### config.mk
export PLATFORM = sky130hd
export DESIGN_NAME = sar_serial_ctrl
export DESIGN_NICKNAME = d
export VERILOG_FILES = /design/src/rtl/sar_ctrl_pkg.sv /design/src/rtl/sar_sync.sv /design/src/rtl/sar_approx_stub.sv /design/src/rtl/sar_conv_seq.sv /design/src/rtl/sar_int_tx.sv /design/src/rtl/sar_ext_tx.sv /design/src/rtl/sar_serial_ctrl.sv
export SDC_FILE = /design/constraint.sdc
export NUM_CORES = 1
export LEC_CHECK = 0
export ABC_CLOCK_PERIOD_IN_PS = 2600
export BUFFER_PORTS_ARGS = -buffer_cell sky130_fd_sc_hd__buf_2
export CAP_MARGIN = 20
export CELL_PAD_IN_SITES_DETAIL_PLACEMENT = 1
export CELL_PAD_IN_SITES_GLOBAL_PLACEMENT = 1
export CORE_MARGIN = 4
export CORE_UTILIZATION = 49
export DETAILED_ROUTE_END_ITERATION = 7
export PLACE_DENSITY_LB_ADDON = 0.1
export RECOVER_POWER = 100
export REMOVE_ABC_BUFFERS = 1
export SLEW_MARGIN = 20
export SYNTH_ARGS = -nofsm -noshare
export SYNTH_HDL_FRONTEND = slang
export SYNTH_SLANG_ARGS = --single-unit
### constraint.sdc
create_clock -name clk -period 2.6 [get_ports clk]
set_input_delay 0.26 -clock clk [delete_from_list [all_inputs] [get_ports clk]]
set_output_delay 0.26 -clock clk [all_outputs]
set_load 0.1 [all_outputs]
### src/rtl/sar_ctrl_pkg.sv
package sar_ctrl_pkg;
  localparam int SYNC_STAGES = 2;

  // control inputs as they are carried through the synchroniser
  typedef struct packed {
    logic rdc;   // read/convert strobe
    logic csn;   // chip select, active low
    logic pd;    // power down
    logic sb;    // straight binary select
    logic xmode; // external clock mode
    logic tag;   // tag bit
    logic xck;   // external data clock
  } ctl_t;

  localparam int CTL_W = $bits(ctl_t);
  // idle levels: strobe and select high, everything else low
  localparam logic [CTL_W-1:0] CTL_RST = 7'b1100000;
endpackage

### src/rtl/sar_sync.sv
module sar_sync #(
  parameter int              W      = 1,
  parameter logic [W-1:0]    RST    = '0,
  parameter int              STAGES = 2
) (
  input  logic         clk,
  input  logic         rst_n,
  input  logic [W-1:0] d,
  output logic [W-1:0] q
);
  logic [W-1:0] stg_q [STAGES];

  always_ff @(posedge clk or negedge rst_n) begin
    if (!rst_n) begin
      for (int i = 0; i < STAGES; i++) stg_q[i] <= RST;
    end else begin
      stg_q[0] <= d;
      for (int i = 1; i < STAGES; i++) stg_q[i] <= stg_q[i-1];
    end
  end

  assign q = stg_q[STAGES-1];
endmodule

### src/rtl/sar_approx_stub.sv
module sar_approx_stub #(
  parameter int CODE_W      = 16,
  parameter int CONV_CYCLES = 80
) (
  input  logic              clk,
  input  logic              rst_n,
  input  logic              start_i,
  input  logic [CODE_W-1:0] code_i,
  output logic              done_o,
  output logic [CODE_W-1:0] code_o
);
  localparam int CW = (CONV_CYCLES > 1) ? $clog2(CONV_CYCLES) : 1;

  logic              run_q;
  logic [CW-1:0]     cnt_q;
  logic [CODE_W-1:0] held_q;

  assign done_o = run_q && (cnt_q == '0);
  assign code_o = held_q;

  always_ff @(posedge clk or negedge rst_n) begin
    if (!rst_n) begin
      run_q  <= 1'b0;
      cnt_q  <= '0;
      held_q <= '0;
    end else if (start_i) begin
      run_q  <= 1'b1;
      cnt_q  <= CW'(CONV_CYCLES - 1);
      held_q <= code_i;
    end else if (done_o) begin
      run_q <= 1'b0;
    end else if (run_q) begin
      cnt_q <= cnt_q - CW'(1);
    end
  end

  AST_STUB_NOT_INSTANT: assert property (@(posedge clk) disable iff (!rst_n)
    start_i |=> !done_o);
endmodule

### src/rtl/sar_conv_seq.sv
module sar_conv_seq #(
  parameter int CODE_W = 16
) (
  input  logic              clk,
  input  logic              rst_n,
  input  logic              or_lvl_i,
  input  logic              or_fall_i,
  input  logic              pd_i,
  input  logic              stub_done_i,
  input  logic [CODE_W-1:0] stub_code_i,
  output logic              start_o,
  output logic              busy_o,
  output logic [CODE_W-1:0] result_o
);
  logic              converting_q;
  logic              rearm_q;
  logic [CODE_W-1:0] result_q;

  // new conversion: strobe edge, or strobe still low right at completion
  assign start_o  = !converting_q && !pd_i && (or_fall_i || (rearm_q && !or_lvl_i));
  assign busy_o   = !converting_q;
  assign result_o = result_q;

  always_ff @(posedge clk or negedge rst_n) begin
    if (!rst_n) begin
      converting_q <= 1'b0;
      rearm_q      <= 1'b0;
      result_q     <= '0;
    end else begin
      rearm_q <= stub_done_i;
      if (start_o)          converting_q <= 1'b1;
      else if (stub_done_i) converting_q <= 1'b0;
      if (stub_done_i)      result_q <= stub_code_i;
    end
  end

  AST_START_DROPS_BUSY: assert property (@(posedge clk) disable iff (!rst_n)
    start_o |=> !busy_o);
  AST_BUSY_NOT_GLITCH: assert property (@(posedge clk) disable iff (!rst_n)
    $fell(busy_o) |=> !busy_o);
  AST_RESTART_NO_GAP: assert property (@(posedge clk) disable iff (!rst_n)
    (rearm_q && !or_lvl_i && !pd_i) |=> !busy_o);
  AST_PD_NO_START: assert property (@(posedge clk) disable iff (!rst_n)
    (pd_i && busy_o) |=> busy_o);
  AST_RESULT_ONLY_AT_END: assert property (@(posedge clk) disable iff (!rst_n)
    !stub_done_i |=> $stable(result_o));
endmodule

### src/rtl/sar_int_tx.sv
module sar_int_tx #(
  parameter int CODE_W   = 16,
  parameter int HALF_CYC = 2
) (
  input  logic              clk,
  input  logic              rst_n,
  input  logic              load_i,
  input  logic [CODE_W-1:0] word_i,
  input  logic              tag_i,
  output logic              dclk_o,
  output logic              sdata_o,
  output logic              active_o
);
  localparam int BW = $clog2(CODE_W);
  localparam int PW = BW + 1;
  localparam int HW = (HALF_CYC > 1) ? $clog2(HALF_CYC) : 1;

  logic              active_q, ph_q, tag_hold_q;
  logic [HW-1:0]     hcnt_q;
  logic [BW-1:0]     bit_q;
  logic [PW-1:0]     pcnt_q;
  logic [CODE_W-1:0] sreg_q;
  logic              hend_w, finish_w;

  assign hend_w   = (hcnt_q == HW'(HALF_CYC - 1));
  assign finish_w = active_q && ph_q && hend_w && (bit_q == BW'(CODE_W - 1));
  assign dclk_o   = active_q && ph_q;
  assign sdata_o  = active_q ? sreg_q[CODE_W-1] : tag_hold_q;
  assign active_o = active_q;

  always_ff @(posedge clk or negedge rst_n) begin
    if (!rst_n) begin
      active_q   <= 1'b0;
      ph_q       <= 1'b0;
      tag_hold_q <= 1'b0;
      hcnt_q     <= '0;
      bit_q      <= '0;
      pcnt_q     <= '0;
      sreg_q     <= '0;
    end else if (load_i) begin
      active_q   <= 1'b1;
      ph_q       <= 1'b0;
      tag_hold_q <= tag_i;
      hcnt_q     <= '0;
      bit_q      <= '0;
      pcnt_q     <= '0;
      sreg_q     <= word_i;
    end else if (active_q) begin
      if (hend_w) begin
        hcnt_q <= '0;
        if (!ph_q) begin
          ph_q   <= 1'b1;
          pcnt_q <= pcnt_q + PW'(1);
        end else begin
          ph_q   <= 1'b0;
          sreg_q <= {sreg_q[CODE_W-2:0], 1'b0};
          if (bit_q == BW'(CODE_W - 1)) active_q <= 1'b0;
          else                          bit_q    <= bit_q + BW'(1);
        end
      end else begin
        hcnt_q <= hcnt_q + HW'(1);
      end
    end
  end

  AST_PULSE_COUNT: assert property (@(posedge clk) disable iff (!rst_n)
    finish_w |-> (pcnt_q == PW'(CODE_W)));
  AST_DATA_STEADY_HIGH: assert property (@(posedge clk) disable iff (!rst_n)
    (dclk_o && !hend_w && !load_i) |=> $stable(sdata_o));
endmodule

### src/rtl/sar_ext_tx.sv
module sar_ext_tx #(
  parameter int CODE_W = 16
) (
  input  logic              clk,
  input  logic              rst_n,
  input  logic              read_i,
  input  logic              xrise_i,
  input  logic              keep_i,
  input  logic [CODE_W-1:0] word_i,
  input  logic              tag_i,
  output logic              sdata_o,
  output logic              sync_o,
  output logic              active_o
);
  // one extra stage so a tag leaves exactly CODE_W clocks after it entered
  logic [CODE_W:0] sreg_q;
  logic            pend_q, active_q, sync_q;

  assign sdata_o  = active_q && sreg_q[CODE_W];
  assign sync_o   = sync_q;
  assign active_o = active_q;

  always_ff @(posedge clk or negedge rst_n) begin
    if (!rst_n) begin
      sreg_q   <= '0;
      pend_q   <= 1'b0;
      active_q <= 1'b0;
      sync_q   <= 1'b0;
    end else begin
      if (read_i)                 pend_q <= 1'b1;
      else if (xrise_i && pend_q) pend_q <= 1'b0;

      if (xrise_i && pend_q) begin
        active_q <= 1'b1;
        sync_q   <= 1'b1;
        sreg_q   <= {word_i, tag_i};
      end else if (active_q && !keep_i) begin
        active_q <= 1'b0;
        sync_q   <= 1'b0;
      end else if (xrise_i && active_q) begin
        sync_q <= 1'b0;
        sreg_q <= {sreg_q[CODE_W-1:0], tag_i};
      end
    end
  end

  AST_SYNC_ON_XCLK: assert property (@(posedge clk) disable iff (!rst_n)
    $rose(sync_o) |-> $past(xrise_i));
  AST_SYNC_ONE_PERIOD: assert property (@(posedge clk) disable iff (!rst_n)
    (sync_o && xrise_i && !pend_q) |=> !sync_o);
  AST_RELEASE_STOPS: assert property (@(posedge clk) disable iff (!rst_n)
    (!keep_i && !pend_q) |=> !active_o);
endmodule

### src/rtl/sar_serial_ctrl.sv
module sar_serial_ctrl
  import sar_ctrl_pkg::*;
#(
  parameter int CODE_W      = 16,
  parameter int CONV_CYCLES = 80,
  parameter int HALF_CYC    = 2
) (
  input  logic              clk,
  input  logic              rst_n,
  input  logic              rd_conv_in,
  input  logic              csel_n_in,
  input  logic              pwr_down_in,
  input  logic              straight_in,
  input  logic              clk_mode_ext_in,
  input  logic              tag_in,
  input  logic              xclk_in,
  input  logic [CODE_W-1:0] code_in,
  output logic              busy_o,
  output logic              dclk_o,
  output logic              sdata_o,
  output logic              sync_o
);
  // two's complement view: flip the sign bit of the offset code
  function automatic logic [CODE_W-1:0] apply_fmt(input logic [CODE_W-1:0] sb_code,
                                                  input logic straight);
    return straight ? sb_code : {~sb_code[CODE_W-1], sb_code[CODE_W-2:0]};
  endfunction

  ctl_t             ctl_raw, ctl_s;
  logic [CTL_W-1:0] ctl_sync;

  assign ctl_raw = {rd_conv_in, csel_n_in, pwr_down_in, straight_in,
                    clk_mode_ext_in, tag_in, xclk_in};

  sar_sync #(.W(CTL_W), .RST(CTL_RST), .STAGES(SYNC_STAGES)) u_sync (
    .clk(clk), .rst_n(rst_n), .d(ctl_raw), .q(ctl_sync));
  assign ctl_s = ctl_t'(ctl_sync);

  // previous-cycle copies for edge detection
  logic rdc_q, csn_q, or_q, xck_q;
  always_ff @(posedge clk or negedge rst_n) begin
    if (!rst_n) begin
      rdc_q <= 1'b1;
      csn_q <= 1'b1;
      or_q  <= 1'b1;
      xck_q <= 1'b0;
    end else begin
      rdc_q <= ctl_s.rdc;
      csn_q <= ctl_s.csn;
      or_q  <= ctl_s.rdc | ctl_s.csn;
      xck_q <= ctl_s.xck;
    end
  end

  // named events
  logic or_lvl_w, or_fall_w, xrise_w, ext_read_w, keep_w, start_w, int_load_w;
  assign or_lvl_w   = ctl_s.rdc | ctl_s.csn;
  assign or_fall_w  = or_q && !or_lvl_w;
  assign xrise_w    = ctl_s.xck && !xck_q;
  assign ext_read_w = ctl_s.xmode &&
                      ((ctl_s.rdc && !rdc_q && !ctl_s.csn) ||
                       (csn_q && !ctl_s.csn && ctl_s.rdc));
  assign keep_w     = !ctl_s.csn && ctl_s.rdc;
  assign int_load_w = start_w && !ctl_s.xmode;

  logic              stub_done_w;
  logic [CODE_W-1:0] stub_code_w, result_w, word_w;

  sar_approx_stub #(.CODE_W(CODE_W), .CONV_CYCLES(CONV_CYCLES)) u_stub (
    .clk(clk), .rst_n(rst_n), .start_i(start_w), .code_i(code_in),
    .done_o(stub_done_w), .code_o(stub_code_w));

  sar_conv_seq #(.CODE_W(CODE_W)) u_seq (
    .clk(clk), .rst_n(rst_n), .or_lvl_i(or_lvl_w), .or_fall_i(or_fall_w),
    .pd_i(ctl_s.pd), .stub_done_i(stub_done_w), .stub_code_i(stub_code_w),
    .start_o(start_w), .busy_o(busy_o), .result_o(result_w));

  assign word_w = apply_fmt(result_w, ctl_s.sb);

  logic int_dclk_w, int_sdata_w, int_active_w;
  logic ext_sdata_w, ext_sync_w, ext_active_w;

  sar_int_tx #(.CODE_W(CODE_W), .HALF_CYC(HALF_CYC)) u_int_tx (
    .clk(clk), .rst_n(rst_n), .load_i(int_load_w), .word_i(word_w),
    .tag_i(ctl_s.tag), .dclk_o(int_dclk_w), .sdata_o(int_sdata_w),
    .active_o(int_active_w));

  sar_ext_tx #(.CODE_W(CODE_W)) u_ext_tx (
    .clk(clk), .rst_n(rst_n), .read_i(ext_read_w), .xrise_i(xrise_w),
    .keep_i(keep_w), .word_i(word_w), .tag_i(ctl_s.tag),
    .sdata_o(ext_sdata_w), .sync_o(ext_sync_w), .active_o(ext_active_w));

  assign dclk_o  = !ctl_s.xmode && int_dclk_w;
  assign sdata_o = ctl_s.xmode ? ext_sdata_w : int_sdata_w;
  assign sync_o  = ext_sync_w;

  AST_INT_LOAD_AT_START: assert property (@(posedge clk) disable iff (!rst_n)
    int_load_w |=> (int_active_w && !busy_o));
  AST_EXT_NO_DCLK: assert property (@(posedge clk) disable iff (!rst_n)
    (ctl_s.xmode && ext_active_w) |-> !dclk_o);
endmodule

==> flow_metrics.env, run 1 <==
export IMPL_cap_violations=0
export IMPL_clkTransAtPathRegs_ns=0.10
export IMPL_die_y_um=101
export IMPL_clk_latency_ns=0.36
export IMPL_coreArea_mm2=0.00834
export IMPL_p_leak_nw=2.28
export IMPL_drtIter0Drc=69
export IMPL_final_cells=472
export IMPL_area_growth_pct=13.7
export IMPL_r2r_end="u_int_tx.sreg_q[0]"
export IMPL_numCtsBuffers=9
export IMPL_path_max_fanout=14
export IMPL_fin_crit_sh_pct=84.1
export IMPL_synth_warnings=0
export IMPL_place_area_mm2=0.00457
export IMPL_place_congestion=0.713
export IMPL_root_buffer="clkbuf_8"
export IMPL_fin_nets=389
export IMPL_wl_per_cell_um=17.6
export IMPL_netlist_instances=317
export IMPL_grt_max_degree=52
export IMPL_drive_above_1_share_pct=33.5
export IMPL_worstPathRequired_ns=2.82
export IMPL_grt_use_total_pct=17.7
export IMPL_finalMaxSlewViolations=0
export IMPL_worstSetupEndpointType="flop"
export IMPL_status="complete, no violations"
export IMPL_syn_area_mm2=0.00427
export IMPL_dp_cells=448
export IMPL_clock_fmax_ghz=0.457
export IMPL_wirelength_mm=8.29
export IMPL_dieArea_mm2=0.0103
export IMPL_synth_edf_count=0
export IMPL_syn_avg_cell_area_um2=13.5
export IMPL_dp_hpwl_mm=5.42
export IMPL_setup_viol=0
export IMPL_rows=33
export IMPL_firstDrtPassIters=4
export IMPL_final_area_mm2=0.00486
export IMPL_synth_ff_type="dfrtp_1"
export IMPL_grt_overflow=0
export IMPL_rsz0062_at_grt="false"
export IMPL_worstPathArrival_ns=2.41
export IMPL_place_port_buffers=28
export IMPL_hold_class="in2reg"
export IMPL_grt_pass1_vias=2815
export IMPL_drtAntennaViolNets=0
export IMPL_cts_buffer_depth=2
export IMPL_worstSetupPathType="reg2reg"
export IMPL_antenna_found_initial=0
export IMPL_crit_start="u_seq.converting_q"
export IMPL_cts_sinks=103
export IMPL_finalPower_w=0.00503
export IMPL_fin_util_pct=58.2
export IMPL_n_antenna_cell=0
export IMPL_worst_pin_slew_ns=1.16
export IMPL_vias=2607
export IMPL_cts_setup_buffers=0
export IMPL_ys_seq_area_share_pct=60.5
export IMPL_pin_count=29
export IMPL_fillCellCount=843
export IMPL_reg2reg_from="u_seq.converting_q"
export IMPL_dieWidth_um=101
export IMPL_start_util_pct=51.2
export IMPL_cts_tree="built"
export IMPL_slew_headroom_pct=22.8
export IMPL_avgViaCountPerCell=5.52
export IMPL_ir_drop_uv=409
export IMPL_grt_pass1_wl_mm=14.0
export IMPL_h_tree_depth=3
export IMPL_pwr_density_cell_mw_per_mm2=1040
export IMPL_synth_cell_types=42
export IMPL_ys_seq_elements=103
export IMPL_async_reset_ff_share_pct=100
export IMPL_min_period_ns=2.19
export IMPL_drc=0
export IMPL_clock_skew_ns=0.00853
export IMPL_rrSetupSlack_ns=0.41
export IMPL_endpoint="u_int_tx.sreg_q[0]"
export IMPL_start_kind="flop"
export IMPL_hold_viol=0
export IMPL_r2r_cells=5
export IMPL_holdWs_ns=0.126
flip-flops by register name, summed over array words and instances, names as in the netlist:
name and flops:
u_ext_tx.pend_q 1, u_ext_tx.active_o 1, csn_q 1, u_sync.q 7, xck_q 1, u_int_tx.hcnt_q 1, u_stub.code_o 16, u_ext_tx.sreg_q 17
u_ext_tx.sync_o 1, u_stub.cnt_q 7, or_q 1, u_seq.result_o 16, u_int_tx.sreg_q 16, rdc_q 1, u_int_tx.ph_q 1, u_sync.stg_q 7
u_seq.rearm_q 1, u_int_tx.bit_q 4, u_seq.converting_q 1, u_int_tx.active_o 1, u_int_tx.tag_hold_q 1
area by class of cell:
class / count / area [um2] / share of cell area, %
inverters: 9 / 33.8 / 0.696
flip-flops and latches: 103 / 2590 / 53.2
multi-input cells: 192 / 1560 / 32.1
well taps: 105 / 131 / 2.70
clock buffers: 11 / 141 / 2.91
clock inverters: 5 / 105 / 2.16
repair buffers: 47 / 298 / 6.13
placed cells by master (no fill, tap or decap), types with 4 or more instances in the layout:
cell type      count
o21ai_0           10
dfrtp_1           96
nor2_1             4
buf_2             23
inv_1              9
a21oi_1           21
clkbuf_1           7
dlygate4sd3_1      8
mux2_2            62
or3_1              4
buf_4              6
clkbuf_8          10
nand2_1           10
mux2i_1           22
nand3_1            7
nor3_1            13
dfstp_2            5
report_power, final:
| part | internal, W | switching (W) |
|---|---|---|
| Combinational | 0.000640 | 0.000654 |
| Clock | 0.000666 | 0.000532 |
| Sequential | 0.00215 | 0.000392 |
| Total | 0.00345 | 0.00158 |
cells by family after synthesis:
family,synth area share (%)
adders and majority gates,0.586
xor gates and xnor gates,0.615
buffers and inverters,2.37
muxes,21.8
and+or+nand+nor,7.99
AOI/OAI and AO/OA,6.15
DFF,60.5
stage by stage:
| step | TNS, ns | worst slack (ns) |
|---|---|---|
| finish | 0 | 0.414 |
| global route | 0 | 0.310 |
| CTS | 0 | 0.616 |
| detailed placement | 0 | 0.691 |
| global placement | 0 | 0.746 |
| floorplan | -0.320 | -0.320 |
synthesized netlist by cell type (all sizes together), types with 6 or more instances:
master   n  area, um2
nand3    7       35.0
o21ai   10       50.1
buf      7       45.0
a21oi   22        114
nor3    13       65.1
nand2   10       37.5
inv      9       33.8
dfstp    7        184
clkbuf   6       22.5
dfrtp   96       2400
mux2    63        709
mux2i   22        220
critical path, cell delays in order, from the launching register on:
cell      delay, ns
dfrtp_1        0.45
or4_1          0.52
clkbuf_2       0.28
nor2_1         0.24
clkbuf_1       0.39
o21ai_0        0.17
worst min path at each step:
stage,slack [ns],depth (start not counted),start,to
2_1_floorplan,-0.04,0,rst_n,u_ext_tx.active_o
3_3_place_gp,0.29,1,rst_n,u_sync.stg_q[7]
3_5_place_dp,0.30,1,rst_n,u_sync.q[1]
4_1_cts,0.11,2,code_in[8],u_stub.code_o[8]
5_1_grt,0.11,2,code_in[5],u_stub.code_o[5]
6_report,0.13,2,code_in[8],u_stub.code_o[8]
layer usage:
layer	up-vias	global-route usage, %	share of wire [%]
met3	9	2.48	1.8
met1	1352	23.9	46
li1	1224	-	-
met2	22	28.8	50
met4	0	7.36	1.5
met5	-	0	0
timing repair:
action / 4_1_cts / 5_1_grt
resized for setup: 0 / 0
hold endpoints to repair: 44 / 0
hold buffers: 8 / 0
Power figures use the tool's default switching activity.
==> inputs of run 2 (changes only) <==
ABC_CLOCK_PERIOD_IN_PS = 2200   (was 2600)
clock period = 2.2 ns   (was 2.6 ns; I/O delays follow)
==> run 2 against run 1 <==
Against the previous run: hold slack lost 0.046 ns; largest cell class unchanged; worst setup slack lost 0.16 ns; non-clock buffer count increased by 1; cell count increased by 0.21%; utilization about the same; critical path depth fell by 1; sequential cell count did not move; total power up 17%; via count rose by 0.84%; clock power up 9%.
==> flow_metrics.env, run 2 (synthesis results as in run 1) <==
export IMPL_status="complete, no violations"
export IMPL_worst_pin_slew_ns=1.16
export IMPL_wirelength_mm=8.37
export IMPL_place_area_mm2=0.00458
export IMPL_place_port_buffers=28
export IMPL_largest_register="u_ext_tx.sreg_q"
export IMPL_clock_fmax_ghz=0.514
export IMPL_dpl_worst_slack_ns=0.287
export IMPL_fin_crit_sh_pct=88.4
export IMPL_drive_above_1_share_pct=34.8
export IMPL_layout_commonest_cell="dfrtp_1"
export IMPL_critPathSlowestCell="or4_1"
export IMPL_cts_sinks=103
export IMPL_finalMaxSlewViolations=0
export IMPL_vias=2629
export IMPL_pin_count=29
export IMPL_drc=0
export IMPL_crit_start="u_seq.converting_q"
export IMPL_layout_common_cells="96 x dfrtp_1, 62 x mux2_2, 22 x mux2i_1, 22 x buf_2, 21 x a21oi_1"
export IMPL_setup_slack_ns=0.254
export IMPL_min_period_ns=1.95
export IMPL_drtAntennaViolNets=0
export IMPL_avgViaCountPerCell=5.56
export IMPL_grt_pass1_vias=2866
export IMPL_grt_max_degree=37
export IMPL_clock_skew_ns=0.0138
export IMPL_die_y_um=101
export IMPL_firstDrtPassIters=4
export IMPL_path_max_fanout=9
export IMPL_grt_pass1_wl_mm=14.9
export IMPL_root_buffer="clkbuf_8"
export IMPL_hold_viol=0
export IMPL_clkTransAtPathRegs_ns=0.10
export IMPL_fin_nets=390
export IMPL_worstSetupEndpointType="flop"
export IMPL_cts_tree="built"
export IMPL_cts_buffer_depth=2
export IMPL_place_congestion=0.705
export IMPL_dieArea_mm2=0.0103
export IMPL_multi_input_area_mm2=0.00158
export IMPL_area_growth_pct=13.6
export IMPL_min_from="code_in[9]"
export IMPL_worstPathRequired_ns=2.42
export IMPL_holdWs_ns=0.0801
export IMPL_final_area_mm2=0.00486
export IMPL_setup_viol=0
export IMPL_wl_per_cell_um=17.7
export IMPL_largest_reg_flops=17
export IMPL_rows=33
export IMPL_ir_drop_uv=544
export IMPL_hold_class="in2reg"
export IMPL_drtIter0Drc=50
export IMPL_dp_hpwl_mm=5.58
export IMPL_reg2reg_from="u_seq.converting_q"
export IMPL_worstSetupPathType="reg2reg"
export IMPL_grt_use_total_pct=18.6
export IMPL_rsz0062_at_grt="false"
export IMPL_cap_violations=0
export IMPL_clk_latency_ns=0.36
export IMPL_dieWidth_um=101
export IMPL_crit_chain="or4_1 > nor2_1 > clkbuf_1 > o21ai_0"
export IMPL_seqCellArea_mm2=0.00259
export IMPL_n_antenna_cell=0
export IMPL_coreArea_mm2=0.00834
export IMPL_slew_headroom_pct=23.1
export IMPL_start_kind="flop"
export IMPL_pwr_density_cell_mw_per_mm2=1210
export IMPL_start_util_pct=51.2
export IMPL_h_tree_depth=3
export IMPL_antenna_found_initial=0
export IMPL_worstPathArrival_ns=2.17
export IMPL_fillCellCount=869
export IMPL_numCtsBuffers=9
export IMPL_grt_overflow=0
export IMPL_p_leak_nw=2.29
export IMPL_critPathMaxStageDelay_ns=0.59
-- run 2: cell types whose count changed in the layout (fill, tap and decap cells not counted), sizes merged --
cell / previous run / this run
inv: 9 / 12
buf: 30 / 28
bufinv: 3 / 2
clkbuf: 20 / 21
-- run 2: layout make-up --
| type | instances | share of cell area (%) |
|---|---|---|
| Inverter | 9 | 0.696 |
| Clock buffer | 9 | 2.55 |
| Clock inverter | 7 | 2.09 |
| Sequential cell | 103 | 53.3 |
| Tap cell | 105 | 2.71 |
| Timing Repair Buffer | 48 | 6.24 |
| Multi-Input combinational cell | 192 | 32.5 |
-- run 2: what timing repair did --
| action | in CTS | in global routing |
|---|---|---|
| gates resized for setup | 0 | 0 |
| hold buffers | 8 | 0 |
| hold endpoints to repair | 30 | 0 |
| setup buffers | 0 | 0 |
| endpoints found under the setup margin | 0 | 0 |
-- run 2: final timing paths --
check                                       to  slack [ns]  depth (start not counted)
min in group asynchronous    u_int_tx.active_o        0.48                          2
min reg2reg                        u_sync.q[1]        0.36                          0
max in group asynchronous  u_int_tx.sreg_q[13]        0.76                          3
max                        u_int_tx.sreg_q[14]        0.25                          4
max reg2reg                u_int_tx.sreg_q[14]        0.25                          4
min                           u_stub.code_o[9]        0.08                          2
-- run 2: power by group --
group,internal [W],switching (W)
Sequential,0.00254,0.000477
Clock,0.000653,0.000660
Combinational,0.000762,0.000808
-- run 2: per-layer routing --
layer / up-vias / share of wire (%) / global-route usage [%]
met3: 8 / 2.5 / 4.55
met1: 1366 / 43 / 23.1
met2: 29 / 54 / 32.8
met5: - / 0 / 0
met4: 0 / 0.98 / 4.60
li1: 1226 / - / -
-- run 2: through the flow --
step	setup TNS, ns	utilization (%)	power [W]	std cells
5_1_grt	0	58.2	0.00632	473
6_report	0	58.2	0.00590	473
3_5_place_dp	0	54.9	0.00462	449
4_1_cts	0	58.6	0.00600	473
3_3_place_gp	0	54.9	0.00450	449
2_1_floorplan	-0.680	-	0.00414	304
-- run 2: worst max-delay path, delay by kind of cell, from the launching register on --
family | cells | cell delay (ns)
flops | 1 | 0.46
buf+inv | 1 | 0.40
compound gates | 1 | 0.17
simple gates | 2 | 0.79
